`src/rtl/hostreg_pkg.sv`:
```
// Package: shared sizes and reset defaults for the host register port.
// Assumes registers are one byte wide; only register 0 has a non-zero default.
package hostreg_pkg;
    localparam int DATA_W = 8;
    localparam int ADDR_W = 8;

    // Reset value of register idx: bit 0 of register 0 selects the blue-field source.
    function automatic logic [DATA_W-1:0] reg_default(input int idx);
        return (idx == 0) ? DATA_W'(1) : '0;
    endfunction
endpackage

```
`src/rtl/hostreg_sync.sv`:
```
// Module: two-flop synchronizer for one active-low strobe, plus rising-edge detect.
// Assumes the strobe idles high; reset loads the idle level so no false edge follows reset.
module hostreg_sync (
    input  logic clk,
    input  logic rst_n,
    input  logic strobe_n,
    output logic stage1_n,
    output logic level_n,
    output logic rise
);
    logic s1, s2, s3;

    // Shift the strobe through the synchronizer and the edge-history flop.
    always_ff @(posedge clk) begin
        if (!rst_n) begin
            s1 <= 1'b1;
            s2 <= 1'b1;
            s3 <= 1'b1;
        end else begin
            s1 <= strobe_n;
            s2 <= s1;
            s3 <= s2;
        end
    end

    assign stage1_n = s1;
    assign level_n  = s2;
    assign rise     = s2 & ~s3;
endmodule

```
`src/rtl/hostreg_regfile.sv`:
```
// Module: address pointer and byte-wide register file with read multiplexer.
// Assumes wr_evt is a single-cycle pulse; addr_sel picks a pointer load over a data write.
module hostreg_regfile #(
    parameter int NREG   = 6,
    parameter int DATA_W = 8,
    parameter int ADDR_W = 8
) (
    input  logic                   clk,
    input  logic                   rst_n,
    input  logic                   wr_evt,
    input  logic                   addr_sel,
    input  logic [DATA_W-1:0]      wdata,
    output logic [ADDR_W-1:0]      ptr,
    output logic [DATA_W-1:0]      rdata,
    output logic [NREG*DATA_W-1:0] cfg_bus
);
    logic [DATA_W-1:0] regs [NREG];

    // Load the pointer on a write qualified by address enable; never auto-advance.
    always_ff @(posedge clk) begin
        if (!rst_n)
            ptr <= '0;
        else if (wr_evt && addr_sel)
            ptr <= wdata[ADDR_W-1:0];
    end

    for (genvar g = 0; g < NREG; g++) begin : g_reg
        // Store data into this register when the pointer selects it.
        always_ff @(posedge clk) begin
            if (!rst_n)
                regs[g] <= hostreg_pkg::reg_default(g);
            else if (wr_evt && !addr_sel && ptr == ADDR_W'(g))
                regs[g] <= wdata;
        end
        assign cfg_bus[g*DATA_W +: DATA_W] = regs[g];
    end

    // Select the addressed register for reads; unimplemented addresses read zero.
    always_comb begin
        rdata = '0;
        for (int i = 0; i < NREG; i++)
            if (ptr == ADDR_W'(i))
                rdata = regs[i];
    end
endmodule

```
`src/rtl/hostreg_port.sv`:
```
// Module: top of the indirect-addressed parallel host port.
// Assumes host data and address enable are stable while the write strobe is low;
// the value seen on the last sampled low cycle is the one that is used.
module hostreg_port #(
    parameter int NREG   = 6,
    parameter int DATA_W = hostreg_pkg::DATA_W,
    parameter int ADDR_W = hostreg_pkg::ADDR_W
) (
    input  logic                   clk,
    input  logic                   rst_n,
    input  logic                   rd_n,
    input  logic                   wr_n,
    input  logic                   aen_n,
    input  logic [DATA_W-1:0]      din,
    output logic [DATA_W-1:0]      dout,
    output logic                   dout_oe,
    output logic [NREG*DATA_W-1:0] cfg_bus
);
    localparam int NSTROBE = 2;   // index 0 = read, 1 = write

    logic [NSTROBE-1:0] raw_n, st1_n, lvl_n, rise;
    logic [DATA_W-1:0]  din_q, hold_d, rdata;
    logic               aen_q, hold_a, wr_rise;
    logic [ADDR_W-1:0]  ptr;

    assign raw_n = {wr_n, rd_n};

    for (genvar s = 0; s < NSTROBE; s++) begin : g_sync
        hostreg_sync u_sync (
            .clk      (clk),
            .rst_n    (rst_n),
            .strobe_n (raw_n[s]),
            .stage1_n (st1_n[s]),
            .level_n  (lvl_n[s]),
            .rise     (rise[s])
        );
    end

    // Register bus data and address enable alongside the first synchronizer stage.
    always_ff @(posedge clk) begin
        if (!rst_n) begin
            din_q <= '0;
            aen_q <= 1'b0;
        end else begin
            din_q <= din;
            aen_q <= ~aen_n;
        end
    end

    // Keep the data and qualifier seen while the write strobe was last low.
    always_ff @(posedge clk) begin
        if (!rst_n) begin
            hold_d <= '0;
            hold_a <= 1'b0;
        end else if (!st1_n[1]) begin
            hold_d <= din_q;
            hold_a <= aen_q;
        end
    end

    assign wr_rise = rise[1];

    hostreg_regfile #(
        .NREG   (NREG),
        .DATA_W (DATA_W),
        .ADDR_W (ADDR_W)
    ) u_regs (
        .clk      (clk),
        .rst_n    (rst_n),
        .wr_evt   (wr_rise),
        .addr_sel (hold_a),
        .wdata    (hold_d),
        .ptr      (ptr),
        .rdata    (rdata),
        .cfg_bus  (cfg_bus)
    );

    // Drive the data pins only while the synchronized read strobe is low.
    always_comb begin
        dout_oe = ~lvl_n[0];
        dout    = dout_oe ? rdata : '0;
    end
endmodule

```
`config.mk`:
```
export PLATFORM = sky130hd
export DESIGN_NAME = hostreg_port
export DESIGN_NICKNAME = d
export VERILOG_FILES = /design/src/rtl/hostreg_pkg.sv /design/src/rtl/hostreg_sync.sv /design/src/rtl/hostreg_regfile.sv /design/src/rtl/hostreg_port.sv
export SDC_FILE = /design/constraint.sdc
export NUM_CORES = 1
export LEC_CHECK = 0
export CORE_UTILIZATION = 35
export CTS_BUF_LIST = sky130_fd_sc_hd__clkbuf_4
export DETAILED_ROUTE_END_ITERATION = 10
export PLACE_DENSITY_LB_ADDON = 0.3
export SYNTH_ARGS = -nofsm -noshare
export SYNTH_HDL_FRONTEND = slang
export SYNTH_SLANG_ARGS = --single-unit
```
`constraint.sdc`:
```
create_clock -name clk -period 4.68 [get_ports clk]
set_clock_uncertainty 0.15 [all_clocks]
set_input_delay 0.702 -clock clk [delete_from_list [all_inputs] [get_ports clk]]
set_output_delay 0.702 -clock clk [all_outputs]
set_load 0.02 [all_outputs]
```
==> results by group <==
Status
  • Status: complete, no violations

Power and ir drop
  • Internal Power: 1031 uW
  • Clock Power Share: 0.342
  • Combinational Power Share: 0.081
  • Pwr Density: between 300 and 400 nW/um^2
  • Leakage: 0.001550 uW
  • Peak supply drop: 119.1 uV
  • Sequential share of power: 0.577
  • Sw frac: 0.2322
  • NetSw: slightly above 300 uW

Logic synthesis
  • Mapped Area: 3486 sq um
  • Area contributors post-synth: edfxtp_1 (41%), dfxtp_1 (18%), mux4_2 (5.2%)
  • Post-synth top area share: 0.4135
  • Syn. warnings: 0
  • Mapped Nets: 283
  • Dominant synthesized flop cell: edfxtp_1
  • Synthesized flop and latch total: a little under 80
  • Syn_area_per_cell: about 13 sq um
  • Ys async rst share: 0
  • Register area share after synthesis: 0.5915
  • Cell with the most instances after synthesis: edfxtp_1
  • Commonest cells in the netlist: edfxtp_1 (48), dfxtp_1 (31), and2_1 (24)
  • Area leader, netlist: edfxtp_1
  • Yosys cell types: 34
  • Post-synth EDFFs: 48
  • Cells after synthesis: 270

Floorplan
  • Die width: 101.8 microns
  • Die area: 10360 sq um
  • Die H: ~100 microns
  • Cell row count: 36
  • Initial Util: 0.3583
  • Number of I/O pins: 70
  • Core Area: 9729 sq um

Place
  • Routability cong.: roughly 0.74
  • Detail Placement HPWL: 5480 microns
  • # port buffers: just under 70
  • Pre-CTS setup slack: 1.309 ns

CTS
  • Max H-tree Level: 3
  • CTS tree: yes
  • CTS resizes: 0
  • CTS Sinks: 79
  • Cts hold-fix bufs: 0
  • Worst skew pair latency: between 0.4 and 0.5 ns
  • Clock Root Buffer: clkbuf_4
  • Worst-path clk slew: 0.13 ns
  • Worst-case clock buffer depth: 2
  • CTS Buf Count: 9
  • Setup bufs post-CTS: 0

STA
  • RSZ-0062 raised after global routing: false
  • Final Setup Violations: 0
  • Maximum clock rate: 260.4 MHz
  • Final setup TNS: 0 ns
  • Worst Slack Setup Final: 0.8392 ns
  • Slew HR: 0.1959
  • Period utilization: 0.8207
  • Min Hold Slack: 0.2647 ns
  • Fin. Hold Viols: 0
  • Worst Tran Pin Value: 1.195 ns
  • Tmin final: 3.841 ns
  • Pins Over Slew Limit: 0

Final layout
  • Fillcell total: approximately 900
  • N_diodes: 0
  • Final net count: approximately 350
  • FF+latch area: 2062 sq um
  • Share of cells above drive strength 1: 0.1516
  • Multi-input logic area: between 1000 and 1500 sq um
  • Area delta synth->final: 28.07%

Routing
  • Drt total wl: 7862 microns
  • Antenna-violating nets left: 0
  • DRT iter0 DRCs: just over 100
  • Router iterations before antenna repair: 4
  • Residual DRC: 0
  • Post-DR wirelength/cell: around 17 microns
  • Vias/cell: approximately 5
  • Via count: 2375

Global routing
  • First-pass GRT wire length: approximately 12000 microns
  • Largest net degree at the start of global routing: 39
  • Vias in the first global route: 2328
  • Initial antenna violation count: 0
  • GRT Overall Usage: 0.1629
  • Grt ovf: 0

Worst setup path
  • R2r setup slk: 1.66 ns
  • Crit Path Max Fanout: 7
  • Critical path class: reg -> out
  • Setup crit start kind: flip-flop
  • CP Capture Type: output port
  • Data arrival, critical path: 2.99 ns
  • Req. time, crit path: roughly 3.8 ns

Hold path
  • Hold Crit Class: reg -> reg

Job
  • Max-cap violations: 0
## worst max-delay path, cell delays in order (launching register included)
cell and delay (ns):
dfxtp_1 0.35, or4_4 0.56, nor3_1 0.83, a221oi_1 0.23, clkdlybuf4s50_1 0.59
## final timing paths
kind | startpoint | end | cells after the start
max | u_regs.ptr[3] | dout[5] | 4
min | g_sync[0].u_sync.stage1_n | g_sync[0].u_sync.level_n | 1
max reg2reg | u_regs.ptr[3] | u_regs.regs[1][8] | 4
min reg2reg | g_sync[0].u_sync.stage1_n | g_sync[0].u_sync.level_n | 1
## registers in the layout (all words and copies together), names as in the netlist
| signal | count |
|---|---|
| din_q | 8 |
| u_regs.regs | 48 |
| hold_a | 1 |
| u_regs.ptr | 8 |
| g_sync.u_sync.s3 | 1 |
| g_sync.u_sync.stage1_n | 2 |
| g_sync.u_sync.level_n | 2 |
| aen_q | 1 |
| hold_d | 8 |
## area by class of cell
class	instances	area share
Clock buffer	9	0.01513
Clock inverter	7	0.02158
Inverter	17	0.01429
Multi-Input combinational cell	153	0.2800
Sequential cell	79	0.4619
Tap cell	133	0.03728
Timing Repair Buffer	78	0.1698
## placed cells by master (no fill, tap or decap), types with 4 or more instances in the layout
cell | netlist | final
nand2b_1 | 7 | 7
nor3_2 | 11 | 11
o21ai_0 | 4 | 4
and2_1 | 24 | 24
a221oi_1 | 7 | 7
nor2b_1 | 19 | 19
edfxtp_1 | 48 | 48
nor3_1 | 21 | 21
mux4_2 | 8 | 8
mux2i_1 | 17 | 17
buf_4 | 0 | 9
nand4b_1 | 8 | 8
o2111ai_1 | 7 | 7
clkbuf_4 | 0 | 9
inv_1 | 16 | 16
dfxtp_1 | 31 | 31
clkdlybuf4s50_1 | 0 | 69
## per-stage QoR
stage / std cells / area (sq um) / util / total power, uW
3_3_place_gp: 460 / 4300 / 0.4420 / 900.2
2_1_floorplan: 270 / 3486 / - / 842.6
3_5_place_dp: 460 / 4300 / 0.4420 / 901.9
5_1_grt: 476 / 4464 / 0.4588 / 1387
4_1_cts: 476 / 4464 / 0.4588 / 1357
6_report: 476 / 4464 / 0.4588 / 1343
## power groups by stage
| stage | clock network [uW] | logic (uW) | registers (uW) |
|---|---|---|---|
| floorplan | 0 | 38.6 | 804 |
| global placement | 0 | 109 | 791 |
| detailed placement | 0 | 110 | 792 |
| CTS | 470 | 110 | 776 |
| global route | 492 | 117 | 779 |
| finish | 459 | 109 | 776 |
## cell families after synthesis
group	synth area share
buffers and inverters	0.04989
AOI/OAI and AO/OA	0.04666
muxes	0.1037
and+or+nand+nor	0.2082
DFF	0.5915
## routing by layer
| layer | global-route usage | up-vias | part of all wire |
|---|---|---|---|
| li1 | - | 1135 | - |
| met4 | 0.08138 | 0 | 0.021 |
| met3 | 0.02830 | 15 | 0.044 |
| met5 | 0 | - | 0 |
| met2 | 0.2801 | 68 | 0.49 |
| met1 | 0.1966 | 1157 | 0.44 |
Note: power is estimated with default switching activity, not from simulation.
